## config.mk

```make
export PLATFORM = sky130hd
export DESIGN_NAME = hebb_perm_engine
export DESIGN_NICKNAME = d
export VERILOG_FILES = /design/src/rtl/hpe_pkg.sv /design/src/rtl/hpe_winner_pick.sv /design/src/rtl/hpe_perm_step.sv /design/src/rtl/hpe_conn_bank.sv /design/src/rtl/hebb_perm_engine.sv
export SDC_FILE = /design/constraint.sdc
export NUM_CORES = 2
export LEC_CHECK = 0
export BUFFER_PORTS_ARGS = -buffer_cell sky130_fd_sc_hd__buf_2
export CORE_AREA = 2 2 336 338
export DETAILED_ROUTE_END_ITERATION = 8
export DIE_AREA = 0 0 338 340
export SLEW_MARGIN = 10
export SYNTH_ARGS = -nofsm -noshare
export SYNTH_HDL_FRONTEND = slang
export SYNTH_SLANG_ARGS = --single-unit
```

## constraint.sdc

```tcl
create_clock -name clk -period 4.3 [get_ports clk]
set_input_delay 0.645 -clock clk [delete_from_list [all_inputs] [get_ports clk]]
set_output_delay 0.645 -clock clk [all_outputs]
set_load 0.02 [all_outputs]
```

## src/rtl/hpe_pkg.sv

```systemverilog
package hpe_pkg;

  typedef enum logic [1:0] {
    ST_IDLE  = 2'd0,
    ST_SCAN  = 2'd1,
    ST_RUN   = 2'd2,
    ST_FLUSH = 2'd3
  } hpe_state_e;

  // Input bit sampled by synapse syn of column col.
  function automatic int unsigned syn_src(input int unsigned col,
                                          input int unsigned syn,
                                          input int unsigned skew,
                                          input int unsigned stride,
                                          input int unsigned n_in);
    return (col * skew + syn * stride) % n_in;
  endfunction

endpackage

```

## src/rtl/hpe_winner_pick.sv

```systemverilog
module hpe_winner_pick #(
  parameter int unsigned N     = 16,
  parameter int unsigned IDX_W = 4
) (
  input  logic [N-1:0]     pending_i,
  output logic             any_o,
  output logic [IDX_W-1:0] idx_o
);

  // Lowest pending index wins.
  always_comb begin
    any_o = 1'b0;
    idx_o = '0;
    for (int i = N - 1; i >= 0; i--) begin
      if (pending_i[i]) begin
        any_o = 1'b1;
        idx_o = IDX_W'(i);
      end
    end
  end

endmodule

```

## src/rtl/hpe_perm_step.sv

```systemverilog
module hpe_perm_step #(
  parameter int unsigned PERM_MAX  = 100,
  parameter int unsigned PERM_STEP = 1,
  parameter int unsigned W         = 7
) (
  input  logic [W-1:0] perm_i,
  input  logic         active_i,
  output logic [W-1:0] perm_o,
  output logic         hit_max_o,
  output logic         hit_min_o
);

  localparam logic [W:0] MAXV  = (W+1)'(PERM_MAX);
  localparam logic [W:0] STEPV = (W+1)'(PERM_STEP);

  logic [W:0] base;
  logic [W:0] raised;

  always_comb begin
    base   = ({1'b0, perm_i} > MAXV) ? MAXV : {1'b0, perm_i};
    raised = base + STEPV;
    if (active_i) begin
      perm_o = (raised > MAXV) ? MAXV[W-1:0] : raised[W-1:0];
    end else begin
      perm_o = (base >= STEPV) ? W'(base - STEPV) : '0;
    end
  end

  assign hit_max_o = (perm_o == MAXV[W-1:0]);
  assign hit_min_o = (perm_o == '0);

endmodule

```

## src/rtl/hpe_conn_bank.sv

```systemverilog
module hpe_conn_bank #(
  parameter int unsigned N  = 400,
  parameter int unsigned AW = 9
) (
  input  logic          clk,
  input  logic          rst,
  input  logic          upd_i,
  input  logic [AW-1:0] addr_i,
  input  logic          set_i,
  input  logic          clr_i,
  output logic [N-1:0]  conn_o
);

  logic [N-1:0] conn_q;

  for (genvar g = 0; g < N; g++) begin : g_bit
    always_ff @(posedge clk) begin
      if (rst) begin
        conn_q[g] <= 1'b0;
      end else if (upd_i && (addr_i == AW'(g))) begin
        if (set_i) begin
          conn_q[g] <= 1'b1;
        end else if (clr_i) begin
          conn_q[g] <= 1'b0;
        end
      end
    end
  end

  assign conn_o = conn_q;

  // at most one synapse changes its connected state per cycle
  conn_single_chk: assert property (@(posedge clk) disable iff (rst)
    $countones(conn_q ^ $past(conn_q)) <= 1)
    else $error("more than one connected bit changed in a cycle");

endmodule

```

## src/rtl/hebb_perm_engine.sv

```systemverilog
module hebb_perm_engine #(
  parameter int unsigned NUM_COLS    = 16,
  parameter int unsigned SYN_PER_COL = 25,
  parameter int unsigned NUM_INPUTS  = 400,
  parameter int unsigned PERM_MAX    = 100,
  parameter int unsigned PERM_STEP   = 1,
  parameter int unsigned COL_SKEW    = 7,
  parameter int unsigned SYN_STRIDE  = 16,
  localparam int unsigned NUM_SYN    = NUM_COLS * SYN_PER_COL,
  localparam int unsigned PERM_W     = $clog2(PERM_MAX + 1),
  localparam int unsigned ADDR_W     = (NUM_SYN > 1) ? $clog2(NUM_SYN) : 1
) (
  input  logic                  clk,
  input  logic                  rst,
  input  logic                  start_i,
  input  logic [NUM_COLS-1:0]   winners_i,
  input  logic [NUM_INPUTS-1:0] inputs_i,
  output logic                  busy_o,
  output logic                  mem_rd_en_o,
  output logic [ADDR_W-1:0]     mem_raddr_o,
  input  logic [PERM_W-1:0]     mem_rdata_i,
  output logic                  mem_we_o,
  output logic [ADDR_W-1:0]     mem_waddr_o,
  output logic [PERM_W-1:0]     mem_wdata_o,
  output logic [NUM_SYN-1:0]    conn_o
);

  import hpe_pkg::*;

  localparam int unsigned COL_W = (NUM_COLS > 1) ? $clog2(NUM_COLS) : 1;
  localparam int unsigned SYN_W = (SYN_PER_COL > 1) ? $clog2(SYN_PER_COL) : 1;
  localparam logic [SYN_W-1:0] SYN_LAST = SYN_W'(SYN_PER_COL - 1);

  hpe_state_e state_q;
  logic [NUM_COLS-1:0]   win_q;
  logic [NUM_COLS-1:0]   pend_q;
  logic [NUM_INPUTS-1:0] inp_q;
  logic [COL_W-1:0]      col_q;
  logic [SYN_W-1:0]      syn_q;
  logic [ADDR_W-1:0]     addr_q;

  // stage 1: read issued
  logic              rd_en_q;
  logic [ADDR_W-1:0] raddr_q;
  logic [COL_W-1:0]  rcol_q;
  logic              rinbit_q;
  // stage 2: read data present
  logic              d_vld_q;
  logic [ADDR_W-1:0] d_addr_q;
  logic              d_inbit_q;
  // stage 3: write issued
  logic              we_q;
  logic [ADDR_W-1:0] waddr_q;
  logic [PERM_W-1:0] wdata_q;

  logic              pick_any;
  logic [COL_W-1:0]  pick_idx;
  logic [PERM_W-1:0] step_val;
  logic              hit_max;
  logic              hit_min;
  logic [NUM_SYN-1:0] syn_in;

  // Fixed wiring of each synapse to its input bit
  for (genvar g = 0; g < NUM_SYN; g++) begin : g_src
    localparam int unsigned SRC = syn_src(g / SYN_PER_COL, g % SYN_PER_COL,
                                          COL_SKEW, SYN_STRIDE, NUM_INPUTS);
    assign syn_in[g] = inp_q[SRC];
  end

  hpe_winner_pick #(
    .N     (NUM_COLS),
    .IDX_W (COL_W)
  ) u_pick (
    .pending_i (pend_q),
    .any_o     (pick_any),
    .idx_o     (pick_idx)
  );

  // Sequencer
  always_ff @(posedge clk) begin
    if (rst) begin
      state_q  <= ST_IDLE;
      win_q    <= '0;
      pend_q   <= '0;
      inp_q    <= '0;
      col_q    <= '0;
      syn_q    <= '0;
      addr_q   <= '0;
      rd_en_q  <= 1'b0;
      raddr_q  <= '0;
      rcol_q   <= '0;
      rinbit_q <= 1'b0;
    end else begin
      rd_en_q <= 1'b0;
      unique case (state_q)
        ST_IDLE: begin
          if (start_i) begin
            win_q   <= winners_i;
            pend_q  <= winners_i;
            inp_q   <= inputs_i;
            state_q <= ST_SCAN;
          end
        end
        ST_SCAN: begin
          if (pick_any) begin
            col_q   <= pick_idx;
            syn_q   <= '0;
            addr_q  <= ADDR_W'(pick_idx) * ADDR_W'(SYN_PER_COL);
            state_q <= ST_RUN;
          end else begin
            state_q <= ST_FLUSH;
          end
        end
        ST_RUN: begin
          rd_en_q  <= 1'b1;
          raddr_q  <= addr_q;
          rcol_q   <= col_q;
          rinbit_q <= syn_in[addr_q];
          addr_q   <= addr_q + 1'b1;
          syn_q    <= syn_q + 1'b1;
          if (syn_q == SYN_LAST) begin
            pend_q[col_q] <= 1'b0;
            state_q       <= ST_SCAN;
          end
        end
        ST_FLUSH: begin
          if (!d_vld_q && !we_q) begin
            state_q <= ST_IDLE;
          end
        end
        default: state_q <= ST_IDLE;
      endcase
    end
  end

  // Data stage: read data is present
  always_ff @(posedge clk) begin
    if (rst) begin
      d_vld_q   <= 1'b0;
      d_addr_q  <= '0;
      d_inbit_q <= 1'b0;
    end else begin
      d_vld_q   <= rd_en_q;
      d_addr_q  <= raddr_q;
      d_inbit_q <= rinbit_q;
    end
  end

  hpe_perm_step #(
    .PERM_MAX  (PERM_MAX),
    .PERM_STEP (PERM_STEP),
    .W         (PERM_W)
  ) u_step (
    .perm_i    (mem_rdata_i),
    .active_i  (d_inbit_q),
    .perm_o    (step_val),
    .hit_max_o (hit_max),
    .hit_min_o (hit_min)
  );

  // Write stage
  always_ff @(posedge clk) begin
    if (rst) begin
      we_q    <= 1'b0;
      waddr_q <= '0;
      wdata_q <= '0;
    end else begin
      we_q    <= d_vld_q;
      waddr_q <= d_addr_q;
      wdata_q <= step_val;
    end
  end

  hpe_conn_bank #(
    .N  (NUM_SYN),
    .AW (ADDR_W)
  ) u_conn (
    .clk    (clk),
    .rst    (rst),
    .upd_i  (d_vld_q),
    .addr_i (d_addr_q),
    .set_i  (hit_max),
    .clr_i  (hit_min),
    .conn_o (conn_o)
  );

  assign busy_o      = (state_q != ST_IDLE);
  assign mem_rd_en_o = rd_en_q;
  assign mem_raddr_o = raddr_q;
  assign mem_we_o    = we_q;
  assign mem_waddr_o = waddr_q;
  assign mem_wdata_o = wdata_q;


  wdata_range_chk: assert property (@(posedge clk) disable iff (rst)
    mem_we_o |-> (mem_wdata_o <= PERM_W'(PERM_MAX)))
    else $error("written permanence above full scale");


  conn_set_chk: assert property (@(posedge clk) disable iff (rst)
    (mem_we_o && mem_wdata_o == PERM_W'(PERM_MAX)) |-> conn_o[mem_waddr_o])
    else $error("full-scale write left synapse disconnected");


  conn_clr_chk: assert property (@(posedge clk) disable iff (rst)
    (mem_we_o && mem_wdata_o == '0) |-> !conn_o[mem_waddr_o])
    else $error("zero write left synapse connected");


  rd_winner_chk: assert property (@(posedge clk) disable iff (rst)
    rd_en_q |-> win_q[rcol_q])
    else $error("read issued for a non-winning column");


  pick_pending_chk: assert property (@(posedge clk) disable iff (rst)
    pick_any |-> pend_q[pick_idx])
    else $error("picked column is not pending");


  we_busy_chk: assert property (@(posedge clk) disable iff (rst)
    (mem_we_o || mem_rd_en_o) |-> busy_o)
    else $error("memory access while idle");


  start_ignored_chk: assert property (@(posedge clk) disable iff (rst)
    (busy_o && start_i) |=> ($stable(win_q) && $stable(inp_q)))
    else $error("start accepted while busy");

endmodule

```

==> impl_metrics.toml <==
[logic_synthesis]
syn-num-nets = 4677
post-synth-top-count-cell = "nand2_1"
syn-instance-count = 4234
async_flop_share = 0
synth_top_area_share = 0.478
synthDominantAreaCellType = "dfxtp_1"
ys_seq_area_frac = 0.478
synth_enable_flop_cells = 0
synthesized_area_per_cell_um2 = 8.66
synth-warning-count = 0
yosys_register_bits = 875
synth_top_flop_cell = "dfxtp_1"
post_synth_instance_area_mm2 = 0.0367
ys_top_cells_by_area = "dfxtp_1 48%, nand2_1 9.2%, a21oi_1 9.0%"
synth_top_cells_by_count = "903 x nand2_1, 875 x dfxtp_1, 659 x a21oi_1"
post_synth_num_cell_types = 70

[clock_network]
tritoncts_clock_tree = "yes"
cts_buffers = 96
cts.clk_slew.worst_paths_ps = 60
cts.sink_count = 875
clkLatencyLatePin_ps = 700
cts_stage_hold_buffer_count = 0
cts_htree_levels = 3
cts_resized = 0
cts.repair_timing.setup_buffer_count = 0
clock_tree_buffer_depth = 3
clock-root-buffer = "clkbuf_16"

[route]
first_iter_violations = 2782
via_count = 35200
final_wirelength_um = 150000
ant_nets = 0
detailedRoute.firstPassIterationCount = 5
drcViolationCount = 0
routedWlPerCell_um = 23.1
via_per_inst = 5.41

[flow_run]
max_cap_viol_count = 0

[floorplan]
dieWidth_um = 338
dieArea_mm2 = 0.115
core_mm2 = 0.112
initial_utilization = 0.329
ioPinCount = 854
num_rows = 123
chipHeight_um = 340

[global_route]
grtUsageTotal = 0.250
gr-usage-met3 = 0.0761
grt_pass1_vias = 33100
busiest_layer = "met2"
use_met2 = 0.420
grt.overflow.total = 0
antenna_found_initial = 59
grt_max_degree = 171
gr-usage-met1 = 0.296
grt_pass1_wl_um = 219000

[status]
outcome = "complete, no violations"

[setup_path]
highest_fanout_seen_on_the_critical_path = 20
crit_path_end_kind = "flip-flop"
worst_setup_sp_type = "input pin"
timing.setup.critical_path_class = "input pin to flip-flop"
cp_data_arrival_time_ps = 4120
timing.critical_path.required_ps = 4850

[timing]
holdWs_ps = 184
postLayoutSetupSlackWorst_ps = 729
final_setup_vio_count = 0
tightestPinTransition_ps = 1080
min_period_ps = 3570
fin_crit_sh = 0.831
peak_freq_mhz = 280
unrepaired_setup_endpoints_after_global_routing = "false"
clock_skew_ps = 41.6
finalHoldViolations = 0
final_slew_violations = 0
slew-limit-headroom = 0.281
timing.setup.tns_ps = 0

[power]
p_per_area_mw_per_mm2 = 424
leakage_nw = 17.8
p_int_mw = 14.1
switching_power_mw = 5.38
switching_fraction_of_total_power = 0.276
power.sequential.fraction = 0.446
comb_power_share = 0.123
clock_power_share = 0.432
power.ir.vdd_worst_mv = 0.308

[finish]
final_layout_size_suffix_gt1_frac = 0.251
area_growth_pct = 25.0
post_layout_nonfiller_instances = 6505
finish.net_count = 5351

[place]
dpl_worst_slack_ps = 71.6
post-dp-hpwl_um = 109000
gp_congestion = 0.872
numPortBuffers = 853
placed_cells_incl_taps = 6310

[min_path]
hold_path.class = "input pin to flip-flop"
==> worst max-delay path, cell delays in order <==
cell,delay (ps)
buf_2,200
and2_1,250
o21ai_1,110
nand2_1,130
ha_1,270
nor3b_2,270
a31oi_1,180
a221oi_1,350
nor2_1,180
or4_4,530
nand2_4,250
nand2_1,90
buf_4,220
o41ai_1,410
==> metrics by stage <==
step                power, mW  instance area (um2)  utilization
global route             20.2                45800        0.411
finish                   19.5                45800        0.411
floorplan                10.2                36700            -
CTS                      19.6                45800        0.410
detailed placement       11.2                42600        0.382
global placement         11.2                42600        0.382
==> registers in the layout, indices dropped and copies added (netlist names) <==
name and cells:
inp_q 400, rinbit_q 1, mem_rd_en_o 1, mem_wdata_o 7, d_vld_q 1, d_addr_q 9
addr_q 9, pend_q 16, mem_we_o 1, d_inbit_q 1, col_q 4, state_q 2
syn_q 5, u_conn.conn_o 400, mem_raddr_o 9, mem_waddr_o 9
==> layout by cell type, fill, tap and decap left out, types with 98 or more instances in the layout <==
cell / n
nand2_1: 901
nor2b_1: 185
a211oi_1: 241
o21ai_0: 184
a21oi_1: 659
o41ai_1: 144
buf_2: 852
buf_4: 98
nor2_1: 133
dfxtp_1: 873
==> layer usage <==
metal / wire, um / up-vias / part of all wire
met5: 414 / - / 0.0028
met4: 5820 / 62 / 0.039
met3: 14000 / 297 / 0.093
met2: 71800 / 1394 / 0.48
met1: 58000 / 16800 / 0.39
li1: - / 16600 / -
==> cells by family after synthesis <==
| logic type | share of synthesized area |
|---|---|
| buf+inv | 0.0472 |
| simple gates | 0.159 |
| fa+ha+maj | 0.00601 |
| compound gates | 0.243 |
| mux | 0.0649 |
| xor+xnor | 0.00167 |
| flops | 0.478 |
==> final timing paths <==
check,slack [ps],to,cells after the start,from
hold reg to reg,450,inp_q[362],2,inp_q[362]
hold / removal,180,inp_q[339],3,inputs_i[339]
setup reg to reg,920,rinbit_q,8,addr_q[3]
setup / recovery,730,u_conn.conn_o[329],14,mem_rdata_i[6]
==> power groups by stage <==
stage,sequential (mW),combinational [mW],clock (mW)
after detailed placement,8.85,2.39,0
after CTS,8.67,2.40,8.57
after global routing,8.71,2.60,8.90
final,8.67,2.38,8.40
after global placement,8.84,2.38,0
after floorplan,8.73,1.48,0
==> area by class of cell <==
| type | count | area (um2) |
|---|---|---|
| Antenna cell | 23 | 57.6 |
| Clock buffer | 136 | 2740 |
| Clock inverter | 36 | 458 |
| Fill cell | 11300 | 65700 |
| Inverter | 26 | 97.6 |
| Multi-Input combinational cell | 2930 | 17500 |
| Sequential cell | 875 | 17500 |
| Tap cell | 1500 | 1880 |
| Timing Repair Buffer | 979 | 5580 |
Power figures use the tool's default switching activity.
